### src/rtl/wdt_pkg.sv
package wdt_pkg;
  typedef enum logic {STG_ONE = 1'b0, STG_TWO = 1'b1} stage_e;
  typedef enum logic [1:0] {UL_IDLE = 2'd0, UL_HALF = 2'd1, UL_OPEN = 2'd2} unlock_e;

  localparam logic [4:0] OFS_PRE1   = 5'h00;
  localparam logic [4:0] OFS_PRE2   = 5'h04;
  localparam logic [4:0] OFS_STAT   = 5'h08;
  localparam logic [4:0] OFS_RELOAD = 5'h0C;
  localparam logic [4:0] OFS_CFG    = 5'h10;
  localparam logic [4:0] OFS_LOCK   = 5'h14;

  localparam logic [15:0] KEY_FIRST  = 16'h0080;
  localparam logic [15:0] KEY_SECOND = 16'h0086;

  localparam int BIT_KICK    = 8;
  localparam int BIT_TIMEOUT = 9;
  localparam int BIT_NOBOOT  = 5;
endpackage

### src/rtl/wdt_unlock.sv
module wdt_unlock
  import wdt_pkg::*;
(
  input  logic        clk_i,
  input  logic        rst_ni,
  input  logic        rl_wr_i,
  input  logic        pre_wr_i,
  input  logic [15:0] key_i,
  output logic        open_o,
  output logic        grant_o
);
  unlock_e st_q, st_d;

  always_comb begin
    st_d    = st_q;
    grant_o = 1'b0;
    if (rl_wr_i) begin
      if (key_i == KEY_FIRST) st_d = UL_HALF;
      else if (key_i == KEY_SECOND && st_q == UL_HALF) st_d = UL_OPEN;
      else if (st_q == UL_OPEN) begin
        grant_o = 1'b1;
        st_d    = UL_IDLE;
      end
    end else if (pre_wr_i && st_q == UL_OPEN) begin
      st_d = UL_IDLE;
    end
  end

  always_ff @(posedge clk_i or negedge rst_ni)
    if (!rst_ni) st_q <= UL_IDLE;
    else         st_q <= st_d;

  assign open_o = (st_q == UL_OPEN);
endmodule

### src/rtl/wdt_down_counter.sv
module wdt_down_counter #(
  parameter int PRELOAD_W  = 20,
  parameter int PRESCALE_W = 15
) (
  input  logic                            clk_i,
  input  logic                            rst_ni,
  input  logic                            load_i,
  input  logic [PRELOAD_W-1:0]            val_i,
  input  logic                            run_i,
  output logic                            zero_o,
  output logic [PRELOAD_W+PRESCALE_W-1:0] cnt_o
);
  localparam int CNT_W = PRELOAD_W + PRESCALE_W;
  logic [CNT_W-1:0] cnt_q;

  always_ff @(posedge clk_i or negedge rst_ni)
    if (!rst_ni)                      cnt_q <= '0;
    else if (load_i)                  cnt_q <= {val_i, {PRESCALE_W{1'b0}}};
    else if (run_i && cnt_q != '0)    cnt_q <= cnt_q - CNT_W'(1);

  assign zero_o = (cnt_q == '0);
  assign cnt_o  = cnt_q;
endmodule

### src/rtl/wdt_stage_ctrl.sv
module wdt_stage_ctrl
  import wdt_pkg::*;
(
  input  logic   clk_i,
  input  logic   rst_ni,
  input  logic   restart_i,
  input  logic   expire_i,
  input  logic   intr_en_i,
  input  logic   reboot_en_i,
  input  logic   irq_clr_i,
  output stage_e stage_o,
  output logic   load_o,
  output logic   sel_two_o,
  output logic   intr_act_o,
  output logic   req_set_o,
  output logic   rst_req_o
);
  stage_e stage_q, stage_d;
  logic   act_q, set_act;

  always_comb begin
    stage_d   = stage_q;
    load_o    = 1'b0;
    sel_two_o = 1'b0;
    set_act   = 1'b0;
    req_set_o = 1'b0;
    if (restart_i) begin
      load_o  = 1'b1;
      stage_d = STG_ONE;
    end else if (expire_i) begin
      load_o = 1'b1;
      if (stage_q == STG_ONE) begin
        stage_d   = STG_TWO;
        sel_two_o = 1'b1;
        set_act   = intr_en_i;
      end else begin
        stage_d   = STG_ONE;
        req_set_o = reboot_en_i;
      end
    end
  end

  always_ff @(posedge clk_i or negedge rst_ni)
    if (!rst_ni) begin
      stage_q   <= STG_ONE;
      act_q     <= 1'b0;
      rst_req_o <= 1'b0;
    end else begin
      stage_q   <= stage_d;
      rst_req_o <= req_set_o;
      if (set_act)        act_q <= 1'b1;
      else if (irq_clr_i) act_q <= 1'b0;
    end

  assign stage_o    = stage_q;
  assign intr_act_o = act_q;
endmodule

### src/rtl/wdt_two_stage.sv
module wdt_two_stage
  import wdt_pkg::*;
#(
  parameter int PRELOAD_W  = 20,
  parameter int PRESCALE_W = 15,
  parameter int DATA_W     = 32
) (
  input  logic              clk_i,
  input  logic              rst_ni,
  input  logic              sys_rst_ni,
  input  logic              req_i,
  input  logic              we_i,
  input  logic [4:0]        addr_i,
  input  logic [DATA_W-1:0] wdata_i,
  output logic [DATA_W-1:0] rdata_o,
  output logic              irq_o,
  output logic              rst_req_o
);
  localparam int CNT_W = PRELOAD_W + PRESCALE_W;

  logic core_rst_n;
  assign core_rst_n = rst_ni & sys_rst_ni;

  logic wr, rl_wr, pre_any_wr, ul_open, ul_grant;
  assign wr         = req_i & we_i;
  assign rl_wr      = wr && addr_i == OFS_RELOAD;
  assign pre_any_wr = wr && (addr_i == OFS_PRE1 || addr_i == OFS_PRE2);

  wdt_unlock u_unlock (
    .clk_i    (clk_i),
    .rst_ni   (core_rst_n),
    .rl_wr_i  (rl_wr),
    .pre_wr_i (pre_any_wr),
    .key_i    (wdata_i[15:0]),
    .open_o   (ul_open),
    .grant_o  (ul_grant)
  );

  logic [PRELOAD_W-1:0] pre_q [2];
  for (genvar g = 0; g < 2; g++) begin : g_pre
    logic [PRELOAD_W-1:0] q;
    logic                 hit;
    assign hit = wr && ul_open && addr_i == OFS_PRE1 + 5'(4 * g);
    always_ff @(posedge clk_i or negedge core_rst_n)
      if (!core_rst_n) q <= '1;
      else if (hit)    q <= wdata_i[PRELOAD_W-1:0];
    assign pre_q[g] = q;
  end

  // configuration and lock/enable
  logic       reboot_dis_q, locked_q, en_q;
  logic [1:0] int_type_q;
  logic       cfg_wr, lock_wr, en_start;
  assign cfg_wr   = wr && addr_i == OFS_CFG;
  assign lock_wr  = wr && addr_i == OFS_LOCK && !locked_q;
  assign en_start = lock_wr && wdata_i[1] && !en_q;

  always_ff @(posedge clk_i or negedge core_rst_n)
    if (!core_rst_n) begin
      reboot_dis_q <= 1'b0;
      int_type_q   <= 2'b11;
      locked_q     <= 1'b0;
      en_q         <= 1'b0;
    end else begin
      if (cfg_wr) begin
        reboot_dis_q <= wdata_i[BIT_NOBOOT];
        int_type_q   <= wdata_i[1:0];
      end
      if (lock_wr) begin
        locked_q <= wdata_i[0];
        en_q     <= wdata_i[1];
      end
    end

  logic intr_en, kick, irq_clr, sticky_clr;
  assign intr_en    = (int_type_q == 2'b00);
  assign kick       = ul_grant && wdata_i[BIT_KICK];
  assign sticky_clr = ul_grant && wdata_i[BIT_TIMEOUT];
  assign irq_clr    = wr && addr_i == OFS_STAT && wdata_i[0];

  // counter and stage sequencing
  logic             cnt_zero, cnt_load, sel_two, intr_act, req_set, expire;
  logic [CNT_W-1:0] cnt;
  stage_e           stage;
  assign expire = en_q && cnt_zero;

  wdt_stage_ctrl u_stage (
    .clk_i       (clk_i),
    .rst_ni      (core_rst_n),
    .restart_i   (kick | en_start),
    .expire_i    (expire),
    .intr_en_i   (intr_en),
    .reboot_en_i (!reboot_dis_q),
    .irq_clr_i   (irq_clr),
    .stage_o     (stage),
    .load_o      (cnt_load),
    .sel_two_o   (sel_two),
    .intr_act_o  (intr_act),
    .req_set_o   (req_set),
    .rst_req_o   (rst_req_o)
  );

  wdt_down_counter #(.PRELOAD_W(PRELOAD_W), .PRESCALE_W(PRESCALE_W)) u_cnt (
    .clk_i  (clk_i),
    .rst_ni (core_rst_n),
    .load_i (cnt_load),
    .val_i  (sel_two ? pre_q[1] : pre_q[0]),
    .run_i  (en_q),
    .zero_o (cnt_zero),
    .cnt_o  (cnt)
  );

  // sticky timeout flag: cleared only by power-on reset
  logic sticky_q;
  always_ff @(posedge clk_i or negedge rst_ni)
    if (!rst_ni)         sticky_q <= 1'b0;
    else if (req_set)    sticky_q <= 1'b1;
    else if (sticky_clr) sticky_q <= 1'b0;

  logic stage_is_two;
  assign stage_is_two = (stage == STG_TWO);
  assign irq_o        = intr_act && intr_en;

  always_comb begin
    rdata_o = '0;
    case (addr_i)
      OFS_PRE1:   rdata_o[PRELOAD_W-1:0] = pre_q[0];
      OFS_PRE2:   rdata_o[PRELOAD_W-1:0] = pre_q[1];
      OFS_STAT:   rdata_o[0] = intr_act && intr_en;
      OFS_RELOAD: begin
        rdata_o[BIT_TIMEOUT] = sticky_q;
        rdata_o[BIT_KICK]    = !stage_is_two;
      end
      OFS_CFG: begin
        rdata_o[BIT_NOBOOT] = reboot_dis_q;
        rdata_o[1:0]        = int_type_q;
      end
      OFS_LOCK:   rdata_o[1:0] = {en_q, locked_q};
      default:    rdata_o = '0;
    endcase
  end

  logic bits_unused;
  assign bits_unused = ^wdata_i;
endmodule

### config.mk
export PLATFORM = sky130hd
export DESIGN_NAME = wdt_two_stage
export DESIGN_NICKNAME = d
export VERILOG_FILES = /design/src/rtl/wdt_pkg.sv /design/src/rtl/wdt_unlock.sv /design/src/rtl/wdt_down_counter.sv /design/src/rtl/wdt_stage_ctrl.sv /design/src/rtl/wdt_two_stage.sv
export SDC_FILE = /design/constraint.sdc
export NUM_CORES = 1
export LEC_CHECK = 0
export BUFFER_PORTS_ARGS = -buffer_cell sky130_fd_sc_hd__buf_2
export CAP_MARGIN = 20
export CORE_MARGIN = 8
export CORE_UTILIZATION = 40
export DETAILED_ROUTE_END_ITERATION = 16
export PLACE_DENSITY = 0.67
export SYNTH_ARGS = -nofsm -noshare
export SYNTH_HDL_FRONTEND = slang
export SYNTH_SLANG_ARGS = --single-unit
### constraint.sdc
create_clock -name clk_i -period 2.49 [get_ports clk_i]
set_input_delay 0.1245 -clock clk_i [delete_from_list [all_inputs] [get_ports clk_i]]
set_output_delay 0.1245 -clock clk_i [all_outputs]
set_load 0.005 [all_outputs]
==> impl_metrics.ini <==
[status]
outcome = finished clean

[critical_path]
cp_cell_sequence = or4_4 -> nor4_4 -> buf_4 -> nand2_2 -> o41a_1 -> nor2_1 -> a31oi_1
crit_required_ns = 2.70
cp.arrival_ns = 2.58
worst_path_dominant_cell_family = simple AND/OR/NAND/NOR gates
cpMaxStageDelayCell = or4_4
critPathMaxFanout = 8
crit_path_end_kind = flip-flop
startpoint_type = flip-flop
cp.buffers_inverters = 1
timing.rr.end = u_cnt.cnt_o[24]
r2r_cells = 7
r2r_start = u_cnt.cnt_o[2]
critical_path_class = reg2reg
cpPeakStageDelay_ns = 0.60
rrSetupSlack_ns = 0.12

[power]
power.share.sequential = 0.421
power.total_mw = 4.24
p_switching_mw = 1.39
power_density_nw_per_um2 = 695
pwr-share-clk = 0.324
internal_power_mw = 2.84
combPwrFrac = 0.255
ir_drop_uv = 418
p_sw_frac = 0.329
leakage_nw = 2.59

[layout]
num-fill-cells = 1202
n_antenna_cell = 0
drive_gt1_frac = 0.370
fin_nets = 640
area_delta_synth_final_pct = 20.1

[drt]
routed_wl_um = 14400
post_drt_wl_per_cell_um = 18.7
antenna_left = 0
dr.first_iter.drc_count = 346
vias_per_cell = 5.77
drc = 0
first_pass_iters = 5
vias = 4464

[yosys]
synth.distinct_cells = 63
synth.avg_cell_area_um2 = 9.75
ys_warn_count = 0
netlist_instances = 521
synth_edf_count = 0
yosysSeqAreaShare = 0.434
ys.flop_type = dfrtp_1
async_flop_share = 1.00
netlist_area_um2 = 5080
synth-seq-cells = 86

[placement]
hpwl_um = 10600
place_ws_ns = 0.0332
port_buffers = 51
gp_congestion = 0.918

[global_routing]
grt_usage = 0.181
antenna_found_initial = 0
busiest_layer = met2
grt_pass1_vias = 4690
met3_usage = 0.0368
grt_max_degree = 69
grt_pass1_wl_um = 23800
grt.met1_usage = 0.225
overflow = 0
use_met2 = 0.302

[sta]
setup_tns_ns = 0
finalCritPeriodShare = 0.954
whs_ns = 0.0235
finalHoldViolations = 0
clock.fmax_mhz = 421
skew_ns = 0.00612
setup_slack_ns = 0.116
rsz0062_at_grt = false
worstMarginPinSlew_ns = 0.664
slew_headroom = 0.556
maxSlewViolCount = 0
setup_viol_count_final = 0
fin_crit_ns = 2.37

[clock_tree]
clock-root-buffer = clkbuf_16
cts.reportedPaths.clkPinSlew_ns = 0.07
cts_sinks = 86
cts_made_buffers = 9
cts_tree = done
clockBufferDepth = 2
htree_levels = 3
clock_latency_ns = 0.34

[hold_path]
min_to = g_pre[0].q[18]
min_from = wdata_i[18]
hp-class = in2reg
hold_depth = 2

[run]
cap_violations = 0

[floorplan]
rows = 41
die-height_um = 129
die-area_um2 = 16600
pin_count = 76
initial_utilization = 0.406
core-area_um2 = 12500
die_width_um = 129
[metrics by stage]
step	util	cells	instance area, µm²
2_1_floorplan	-	532	5140
3_3_place_gp	0.459	756	5750
3_5_place_dp	0.459	756	5750
4_1_cts	0.485	774	6070
5_1_grt	0.487	774	6100
6_report	0.487	774	6100
[layout make-up]
type,instances,area (µm²),share of cell area
sequential,86,2200,0.362
clock buffer,10,229,0.0376
clock inverter,6,70.1,0.0115
tap,172,215,0.0353
multi-input combinational,398,2730,0.448
inverter,6,22.5,0.00369
timing repair buffer,96,627,0.103
[worst max-delay path by stage]
stage,cells past startpoint,start,endpoint
after floorplan,9,u_cnt.cnt_o[2],u_cnt.cnt_o[21]
after global placement,8,u_cnt.cnt_o[2],u_cnt.cnt_o[33]
after detailed placement,7,u_cnt.cnt_o[2],u_cnt.cnt_o[20]
after CTS,6,u_cnt.cnt_o[11],u_cnt.cnt_o[26]
after global routing,8,u_cnt.cnt_o[2],u_cnt.cnt_o[30]
final,7,u_cnt.cnt_o[2],u_cnt.cnt_o[24]
[cell usage after synthesis, types with 4 or more instances]
cell | n | share of area
a21oi_1 | 21 | 0.021
a22oi_1 | 4 | 0.0059
a31oi_1 | 10 | 0.012
and3_1 | 7 | 0.0086
buf_2 | 6 | 0.0059
buf_4 | 13 | 0.019
clkbuf_1 | 22 | 0.016
dfrtp_1 | 44 | 0.22
dfstp_2 | 42 | 0.22
inv_1 | 6 | 0.0044
mux2_2 | 44 | 0.098
mux2i_1 | 22 | 0.043
nand2_1 | 42 | 0.031
nand3_1 | 15 | 0.015
nand4_1 | 6 | 0.0074
nor2_1 | 65 | 0.048
nor3_1 | 12 | 0.012
nor3b_1 | 7 | 0.010
nor4_1 | 15 | 0.018
nor4b_1 | 4 | 0.0069
o211ai_1 | 6 | 0.0089
o21ai_0 | 12 | 0.012
o21ai_1 | 5 | 0.0049
o31ai_1 | 4 | 0.0059
or2_2 | 4 | 0.0049
or3_1 | 4 | 0.0049
or4_1 | 7 | 0.010
xnor2_1 | 17 | 0.029
xor2_1 | 6 | 0.010
[worst register-to-register path, stage by stage, from the launching register on]
cell	delay, ns
dfrtp_1	0.38
or4_4	0.60
nor4_4	0.27
buf_4	0.20
nand2_2	0.14
o41a_1	0.50
nor2_1	0.11
a31oi_1	0.05
[sequential cells by signal (all words and copies together), names as in the netlist]
signal / flops
reboot_dis_q: 1
en_q: 1
u_stage.rst_req_o: 1
g_pre.q: 40
u_stage.stage_o: 1
sticky_q: 1
locked_q: 1
u_stage.intr_act_o: 1
int_type_q: 2
u_cnt.cnt_o: 35
u_unlock.st_q: 2
[layer usage]
metal  vias to the layer above  part of all wire
met2                       169              0.49
met1                      2239              0.43
met4                         0             0.022
li1                       2030                 -
met3                        26             0.058
met5                         -                 0
[cell usage in the layout, fill, tap and decap left out, types with 3 or more instances in the layout]
cell / synthesis / final
o21ai_1: 5 / 5
nor2_1: 65 / 65
a21oi_1: 21 / 21
nand4b_1: 3 / 3
nand2b_1: 3 / 3
xor2_1: 6 / 6
nand3_1: 15 / 15
nor4b_1: 4 / 4
mux2i_1: 22 / 22
a22oi_1: 4 / 4
o31ai_1: 4 / 4
mux2_2: 44 / 44
dfrtp_1: 44 / 44
nor4_1: 15 / 14
nor3b_1: 7 / 7
xnor2_1: 17 / 17
and3_1: 7 / 7
a32oi_1: 3 / 3
inv_1: 6 / 6
nand4_1: 6 / 6
clkbuf_16: 0 / 9
or4_4: 0 / 3
or3_1: 4 / 4
nand2_1: 42 / 41
or4_1: 7 / 4
or2_2: 4 / 4
dfstp_2: 42 / 42
buf_2: 6 / 51
clkinvlp_4: 0 / 3
nor3_2: 1 / 3
nor3_1: 12 / 9
o21ai_0: 12 / 12
o22ai_1: 3 / 3
o211ai_1: 6 / 6
buf_4: 13 / 40
a31oi_1: 10 / 10
conb_1: 1 / 12
[power groups by stage]
stage / combinational [mW] / sequential [mW] / clock (mW)
3_5_place_dp: 1.04 / 1.80 / 0
2_1_floorplan: 0.721 / 1.76 / 0
6_report: 1.08 / 1.78 / 1.37
5_1_grt: 1.18 / 1.81 / 1.45
3_3_place_gp: 1.01 / 1.79 / 0
4_1_cts: 1.05 / 1.78 / 1.39
[logic make-up after synthesis]
| kind of cell | synth area share |
|---|---|
| fa+ha+maj | 0.00246 |
| flops | 0.434 |
| other cells | 0.000738 |
| simple gates | 0.222 |
| buf+inv | 0.0466 |
| compound gates | 0.113 |
| mux | 0.141 |
| xor+xnor | 0.0397 |
[repair_timing]
action / 4_1_cts / 5_1_grt
hold buffers: 2 / 0
pin swaps: 0 / 3
resized for setup: 1 / 7
setup endpoints to repair: 1 / 20
hold endpoints to repair: 8 / 0
buffers inserted: 0 / 0
Power figures use the tool's default switching activity.
